**src/rtl/bt_pkg.sv**
```systemverilog
package bt_pkg;
  typedef enum logic [1:0] {
    BT_TEST = 2'd0,
    BT_FLIP = 2'd1,
    BT_CLR  = 2'd2,
    BT_SET  = 2'd3
  } bt_op_e;

  // true when the operation stores the operand back
  function automatic logic bt_writes(input bt_op_e o);
    return o != BT_TEST;
  endfunction
endpackage

```
**src/rtl/bt_index.sv**
```systemverilog
module bt_index #(
  parameter int BNUM_W = 8,
  parameter int REG_IW = 5,
  parameter int MEM_IW = 3
) (
  input  logic [BNUM_W-1:0] bit_num,
  input  logic              is_mem,
  output logic [REG_IW-1:0] idx
);
  logic [REG_IW-1:0] reg_idx;
  logic [REG_IW-1:0] mem_idx;

  assign reg_idx = bit_num[REG_IW-1:0];

  generate
    if (REG_IW > MEM_IW) begin : g_pad
      assign mem_idx = {{(REG_IW-MEM_IW){1'b0}}, bit_num[MEM_IW-1:0]};
    end else begin : g_same
      assign mem_idx = bit_num[REG_IW-1:0];
    end
  endgenerate

  assign idx = is_mem ? mem_idx : reg_idx;
endmodule

```
**src/rtl/bt_modify.sv**
```systemverilog
module bt_modify
  import bt_pkg::*;
#(
  parameter int REG_W  = 32,
  parameter int MEM_W  = 8,
  parameter int REG_IW = 5
) (
  input  logic [REG_W-1:0]  dest,
  input  logic [REG_IW-1:0] idx,
  input  bt_op_e            op,
  input  logic              is_mem,
  output logic [REG_W-1:0]  new_val,
  output logic              z
);
  localparam logic [REG_W-1:0] MEM_KEEP = {{(REG_W-MEM_W){1'b0}}, {MEM_W{1'b1}}};

  function automatic logic [REG_W-1:0] apply_op(
    input logic [REG_W-1:0] v, input logic [REG_W-1:0] m, input bt_op_e o);
    case (o)
      BT_FLIP: return v ^ m;
      BT_CLR:  return v & ~m;
      BT_SET:  return v | m;
      default: return v;
    endcase
  endfunction

  logic [REG_W-1:0] sel_mask;
  logic [REG_W-1:0] src;
  logic             old_bit;

  assign sel_mask = {{(REG_W-1){1'b0}}, 1'b1} << idx;
  assign src      = is_mem ? (dest & MEM_KEEP) : dest;
  assign old_bit  = |(src & sel_mask);
  assign z        = ~old_bit;
  assign new_val  = apply_op(src, sel_mask, op);
endmodule

```
**src/rtl/bt_stage.sv**
```systemverilog
module bt_stage #(
  parameter int REG_W  = 32,
  parameter int FLAG_W = 5
) (
  input  logic              clk,
  input  logic              rst_n,
  input  logic              load,
  input  logic              wr_next,
  input  logic [REG_W-1:0]  val_next,
  input  logic [FLAG_W-1:0] flg_next,
  output logic              vld_q,
  output logic              wr_q,
  output logic [REG_W-1:0]  val_q,
  output logic [FLAG_W-1:0] flg_q
);
  always_ff @(posedge clk) begin
    if (!rst_n) begin
      vld_q <= 1'b0;
      wr_q  <= 1'b0;
      val_q <= '0;
      flg_q <= '0;
    end else begin
      vld_q <= load;
      wr_q  <= load & wr_next;
      if (load) begin
        val_q <= val_next;
        flg_q <= flg_next;
      end
    end
  end
endmodule

```
**src/rtl/bit_test_unit.sv**
```systemverilog
module bit_test_unit
  import bt_pkg::*;
#(
  parameter int REG_W  = 32,
  parameter int MEM_W  = 8,
  parameter int BNUM_W = 8,
  parameter int FLAG_W = 5,
  parameter int Z_POS  = 2
) (
  input  logic              clk,
  input  logic              rst_n,
  input  logic              in_valid,
  input  logic [1:0]        op,
  input  logic [BNUM_W-1:0] bit_num,
  input  logic [REG_W-1:0]  dest_in,
  input  logic              dest_is_mem,
  input  logic [FLAG_W-1:0] flags_in,
  output logic              out_valid,
  output logic              wr_en,
  output logic [REG_W-1:0]  result,
  output logic [FLAG_W-1:0] flags_out
);
  localparam int REG_IW = $clog2(REG_W);
  localparam int MEM_IW = $clog2(MEM_W);

  bt_op_e            op_e;
  logic [REG_IW-1:0] eff_idx;
  logic [REG_W-1:0]  mod_val;
  logic              z_next;
  logic              wr_next;
  logic [FLAG_W-1:0] flg_next;

  assign op_e    = bt_op_e'(op);
  assign wr_next = bt_writes(op_e);

  bt_index #(.BNUM_W(BNUM_W), .REG_IW(REG_IW), .MEM_IW(MEM_IW)) u_idx (
    .bit_num (bit_num),
    .is_mem  (dest_is_mem),
    .idx     (eff_idx)
  );

  bt_modify #(.REG_W(REG_W), .MEM_W(MEM_W), .REG_IW(REG_IW)) u_mod (
    .dest    (dest_in),
    .idx     (eff_idx),
    .op      (op_e),
    .is_mem  (dest_is_mem),
    .new_val (mod_val),
    .z       (z_next)
  );

  always_comb begin
    flg_next        = flags_in;
    flg_next[Z_POS] = z_next;
  end

  bt_stage #(.REG_W(REG_W), .FLAG_W(FLAG_W)) u_stage (
    .clk      (clk),
    .rst_n    (rst_n),
    .load     (in_valid),
    .wr_next  (wr_next),
    .val_next (mod_val),
    .flg_next (flg_next),
    .vld_q    (out_valid),
    .wr_q     (wr_en),
    .val_q    (result),
    .flg_q    (flags_out)
  );
endmodule

```
**config.mk**
```make
export PLATFORM = sky130hd
export DESIGN_NAME = bit_test_unit
export DESIGN_NICKNAME = d
export VERILOG_FILES = /design/src/rtl/bt_pkg.sv /design/src/rtl/bt_index.sv /design/src/rtl/bt_modify.sv /design/src/rtl/bt_stage.sv /design/src/rtl/bit_test_unit.sv
export SDC_FILE = /design/constraint.sdc
export NUM_CORES = 1
export LEC_CHECK = 0
export ABC_AREA = 1
export CAP_MARGIN = 15
export CORE_AREA = 2 2 97 99
export CTS_CLUSTER_SIZE = 14
export DETAILED_ROUTE_END_ITERATION = 10
export DIE_AREA = 0 0 99 101
export GPL_TIMING_DRIVEN = 1
export PLACE_DENSITY = 0.79
export SETUP_SLACK_MARGIN = 0.1
export SYNTH_ARGS = -nofsm -noshare
export SYNTH_HDL_FRONTEND = slang
export SYNTH_SLANG_ARGS = --single-unit
```
**constraint.sdc**
```tcl
create_clock -name clk -period 2 [get_ports clk]
set_clock_uncertainty 0.2 [all_clocks]
set_input_delay 0.4 -clock clk [delete_from_list [all_inputs] [get_ports clk]]
set_output_delay 0.4 -clock clk [all_outputs]
set_load 0.02 [all_outputs]
```
# [Word-level counts from Yosys, hierarchy flattened]
# Cells that the tools add are included.
[totals] reg_bits=39 latch_bits=0 wordCells=20 mem_count=0 mem_bits_rw=0 romBits=0 out_inout_bits=39 in_bits=51
[op_classes] n_lt_le_gt_ge=0 bitwise=7 shift=1 mux=3 div_mod_pow=0 addsub=0 mul=0 n_reduce_logical=2 n_eq_ne=3
[ops] operator="$pmux W32 S3" count=1
[ops] operator="$and A32 B32 Y32" count=2
[ops] operator="$mux W32" count=1
[ops] operator="$not A32 Y32" count=1
[ops] operator="$or A32 B32 Y32" count=1
[ops] operator="$reduce_or A32 Y1" count=1
[ops] operator="$shl A1 B5 Y32 const A" count=1
[ops] operator="$xor A32 B32 Y32" count=1
[ops] operator="$mux W5" count=1
[ops] operator="$eq A2 B2 Y1 const B" count=2
[ops] operator="$eq A2 B1 Y1 const B" count=1
[ops] operator="$reduce_bool A2 Y1" count=1
[ops] operator="$and A1 B1 Y1" count=1
[ops] operator="$not A1 Y1" count=1

# [Longest topological paths before layout]
[depth] word_depth=5 depth_mapped=14

# [Cells and area by module]
# From an unflattened synthesis, not the netlist that was laid out.
[hier_totals] cells_unflattened=704 hier_area_um2=4414.2
[modules_own_cells] mod="bt_modify" instances=1 seq_area_each_um2=0.0 area_each_um2=2798.9 cells_per_inst=454
[modules_own_cells] mod="bt_stage" instances=1 seq_area_each_um2=780.7 area_each_um2=1566.5 cells_per_inst=240
[modules_own_cells] mod="bt_index" instances=1 seq_area_each_um2=0.0 area_each_um2=37.5 cells_per_inst=7
[modules_own_cells] mod="bit_test_unit" instances=1 seq_area_each_um2=0.0 area_each_um2=11.3 cells_per_inst=3

# [Worst setup path after synthesis]
# OpenSTA, ideal clock, no wires.
[synth_path] kind="input-to-reg" startpoint="in bit_num[4]" endpoint="reg u_stage.val_q[16]" stages=11 path_slack_ps=-53 arrival_time_ps=1736 path_cell_list="buf_2 -> inv_2 -> nor2_2 -> inv_2 -> nor2_1 -> inv_1 -> ha_1 -> nand2_1 -> o211ai_1 -> nor2_1 -> nor2_1"
[synth_via] elab_chain_cells=5 word_cells_on_any_way=7
[synth_rtl] element="start: declaration" line="bit_test_unit.sv:14" text="input logic [BNUM_W-1:0] bit_num,"
[synth_rtl] element="$mux W5 (*)" line="bt_index.sv:23" text="assign idx = is_mem ? mem_idx : reg_idx;"
[synth_rtl] element="$shl A1 B5 Y32 (*)" line="bt_modify.sv:31" text="assign sel_mask = {{(REG_W-1){1'b0}}, 1'b1} << idx;"
[synth_rtl] element="$not A32 Y32" line="bt_modify.sv:21" text="BT_CLR: return v & ~m;"
[synth_rtl] element="$and A32 B32 Y32" line="bt_modify.sv:21"
[synth_rtl] element="$pmux W32 S3 (*)" line="bt_modify.sv:19" text="case (o)"
[synth_rtl] element="end signal: assignment" line="bt_stage.sv:26" text="val_q <= val_next;"
[synth_rtl] element="end: declaration" line="bt_stage.sv:13" text="output logic [REG_W-1:0] val_q,"
# Mark *: on every way between the ends. The rest lies on a longest branch, timed or not.
# A chain may end at the register's enable or synchronous reset.

# [Final worst setup path]
[layout_path] startpoint="in bit_num[2]" endpoint="reg u_stage.val_q[0]"
# The elaborated chain is that of the path after synthesis.

==> impl_summary.txt <==
----------------------------------------------------
[Run status]
  Result of the run ... finished, final reports clean

[Clock tree]
  Root buffer cell ... clkbuf_8
  Clock-pin transition on the worst setup and hold timing paths ... 0.08 ns
  Max Buffers Root-to-Sink ... 2
  Total CTS buffers ... 5
  Clock Latency Late Sink ... 0.29 ns
  CTS tree ... yes
  Htree depth ... 2
  Number of hold buffers added after cts ... 0
  Clock sinks ... 39

[Pwr]
  Total Power ... 0.00234 W
  Leakage dissipation ... 2.70 nW
  Proportion of total power due to net switching ... 34.5%
  Net Sw Power ... 0.000809 W
  Total power density per cell area ... 411 nW/um^2
  Clk pwr share ... 26.7%
  Max IR drop VDD ... 0.306 mV
  Combinational share of power ... 36.6%
  Pint ... 0.00153 W
  Relative contribution of sequential cells to total power ... 36.7%

[Worst setup path]
  Required time at the endpoint of the critical path ... 1.99 ns
  Data arrival, critical path ... 1.85 ns
  Startpoint kind of the worst setup timing path ... input pin
  Most prevalent standard cell on the critical path ... nor2_1
  Critical path type ... in -> reg
  Master of the slowest instance on the critical path ... ha_1
  Largest fanout on the critical path ... 7
  Critical Path Max Stage Delay ... 0.28 ns
  Worst setup EP type ... flop
  Cells along the critical path ... buf_4, inv_1, buf_4, nand3_1, nor2_1, inv_1, ha_1, nand2_1, o211ai_1, nor2_1, nor2_1

[STA]
  Shortest clock period the worst path allows after layout ... 1.86 ns
  Normalized max-slew margin ... 80.3%
  Final clock period utilization by the worst path ... 92.8%
  Fmax ... 539 MHz
  Count of final setup violators ... 0
  Final Max Slew Viols ... 0
  Final TNS setup ... 0 ns
  Actual slew at the worst max-slew pin ... 0.294 ns
  Setup repair after global routing missed its margin ... true
  Final hold violations ... 0

[Layout]
  Cell Count, Final, Fillers Out ... 840
  Final core utilization ... 63.5%
  Fill cell total of the finished layout ... 785
  P&R area growth vs syn ... 39.8%
  Net total in the final layout ... 875
  Layout cells sized above 1 ... 17.4%
  Ant. Diodes ... 0

[Yosys]
  Synth Register Bits ... 39
  Synthesized area divided by synthesized cell count ... 6.62 sq um
  Cell count after synthesis ... 615
  Share of synthesized area occupied by flip-flops and latches ... 19.2%
  Synth unique cells ... 22
  Synthesized area ... 4070 sq um
  Post-Syn Nets ... 762
  Synthesis Warnings ... 0

[GRT]
  Global-route wire length before repair ... 20000 um
  Number of antenna violations at the first check in global routing ... 0
  Overflow left after global routing ... 0
  Largest net degree at the start of global routing ... 69
  Total track usage ... 24.1%
  Via count of the first global-routing pass ... 4430

[Floorplanning]
  Initial standard-cell utilization of the core ... 45.4%
  Die Span X ... 99 um
  Floorplan die height ... 101 um
  IO Pins ... 90
  Number of standard-cell rows in the floorplan ... 35
  Die area ... 10000 sq um
  Placeable core region ... 8980 sq um

[Route]
  Final Routed Wirelength ... 12300 um
  DRC violation count after routing ... 0
  Number of violations reported at the end of detailed-routing iteration 0 ... 165
  Antenna Violating Nets Remaining ... 0
  Iteration count of the initial detailed-routing pass ... 5
  Avg Vias per Cell ... 5.20
  Routed wirelength normalized by instance count ... 14.7 um
  DR vias ... 4368

[Worst hold path]
  Hold Path Class ... reg -> reg

[Placed design]
  Dpl cells ... 824
  Weighted congestion reported at the end of routability-driven placement ... 0.889
  Detailed placement HPWL ... 8850 um
  Buffers added on ports ... 85

[Flow run]
  Number of maximum-capacitance violations ... 0

----------------------------------------------------
-- worst max-delay path, delay by kind of cell --
kind                       cells  cell delay [ns]
AOI/OAI and AO/OA              1             0.09
adders and majority gates      1             0.28
buffers and inverters          4             0.52
and+or+nand+nor                5             0.56
-- power by group through the flow --
stage | sequential [W] | combinational (W) | clock, W
after global routing | 0.000866 | 0.000937 | 0.000669
after detailed placement | 0.000878 | 0.000805 | 0
final | 0.000860 | 0.000857 | 0.000626
after CTS | 0.000860 | 0.000843 | 0.000644
after floorplan | 0.000944 | 0.000360 | 0
after global placement | 0.000877 | 0.000776 | 0
-- cell usage after synthesis --
master    count  area share, %
a21oi_1      14            1.7
buf_1         1          0.092
buf_2         7           0.86
buf_4         2           0.37
buf_6         4            1.1
clkbuf_1     11            1.0
dfxtp_1      39             19
ha_1         96             29
inv_1        95            8.8
inv_2         5           0.46
nand2_1      87            8.0
nand2_2       1           0.15
nand3_1       9            1.1
nor2_1      141             13
nor2_2        2           0.31
nor2_4        2           0.55
nor3_1        4           0.49
o211ai_1     26            4.8
o21ai_0      58            7.1
o21ai_1       8           0.98
o22ai_1       2           0.31
or2_2         1           0.15
-- per-stage QoR --
stage,worst slack [ns],hold WS (ns),area (sq um)
2_1_floorplan,0.104,0.335,4140
3_3_place_gp,-0.656,0.278,5340
6_report,0.143,0.307,5700
5_1_grt,0.0710,0.347,5700
4_1_cts,0.0965,0.312,5630
3_5_place_dp,-0.695,0.291,5340
-- cell families (layout without fill, tap and decap cells) --
| kind of cell | Yosys count | in the layout | synth area share [%] |
|---|---|---|---|
| AOI/OAI and AO/OA | 108 | 108 | 14.9 |
| and+or+nand+nor | 247 | 248 | 23.8 |
| adders and majority gates | 96 | 96 | 29.5 |
| buffers and inverters | 125 | 238 | 12.7 |
| DFF | 39 | 39 | 19.2 |
-- routing by layer --
layer	vias up	GRT usage, %	share of wire, %	routed length, um
met4	0	6.01	1.6	200
li1	2143	-	-	-
met5	-	0	0	0
met3	21	3.12	5.5	678
met2	152	44.6	52	6370
met1	2052	29.5	41	5080
-- what timing repair did --
item | in CTS | in global routing
cloned | 1 | 0
pin swaps | 14 | 14
setup endpoints to repair | 33 | 38
buffers inserted | 7 | 0
resized for setup | 62 | 39
-- worst paths after layout --
check / start / cells past startpoint / to / slack (ns)
worst max register to register: u_stage.val_q[26] / 2 / u_stage.val_q[26] / 1.13
worst max-delay path: bit_num[2] / 11 / u_stage.val_q[0] / 0.14
worst min-delay path: u_stage.val_q[23] / 2 / u_stage.val_q[23] / 0.31
worst min register to register: u_stage.val_q[23] / 2 / u_stage.val_q[23] / 0.31
-- registers in the layout (all words and copies together), names as in the netlist --
register	count
u_stage.val_q	32
u_stage.flg_q	5
u_stage.vld_q	1
u_stage.wr_q	1
-- cell type report --
class                      instances  area, sq um  area share (%)
clock buffer                       8          100            1.76
inverter                         100          390            6.85
multi-input combinational        452         3000            52.7
sequential                        39          781            13.7
tap                              111          139            2.44
timing repair buffer             130         1280            22.5
-- placed cells by master (no fill, tap or decap), types with 2 or more instances in the layout --
cell type	count
a21oi_1	14
buf_4	38
nor2_1	108
dfxtp_1	39
nand2_1	81
clkdlybuf4s50_1	72
inv_2	8
nor2_2	24
o21ai_1	10
inv_1	87
ha_1	95
nor2_4	13
buf_12	8
o21ai_0	56
buf_2	2
inv_4	4
buf_6	2
nand3_2	4
dlymetal6s2s_1	6
nand2_2	7
nand3_1	5
o211ai_1	26
clkbuf_8	7
nor3_4	3
o22ai_1	2
clkbuf_2	2
Note: power is estimated with default switching activity, not from simulation.
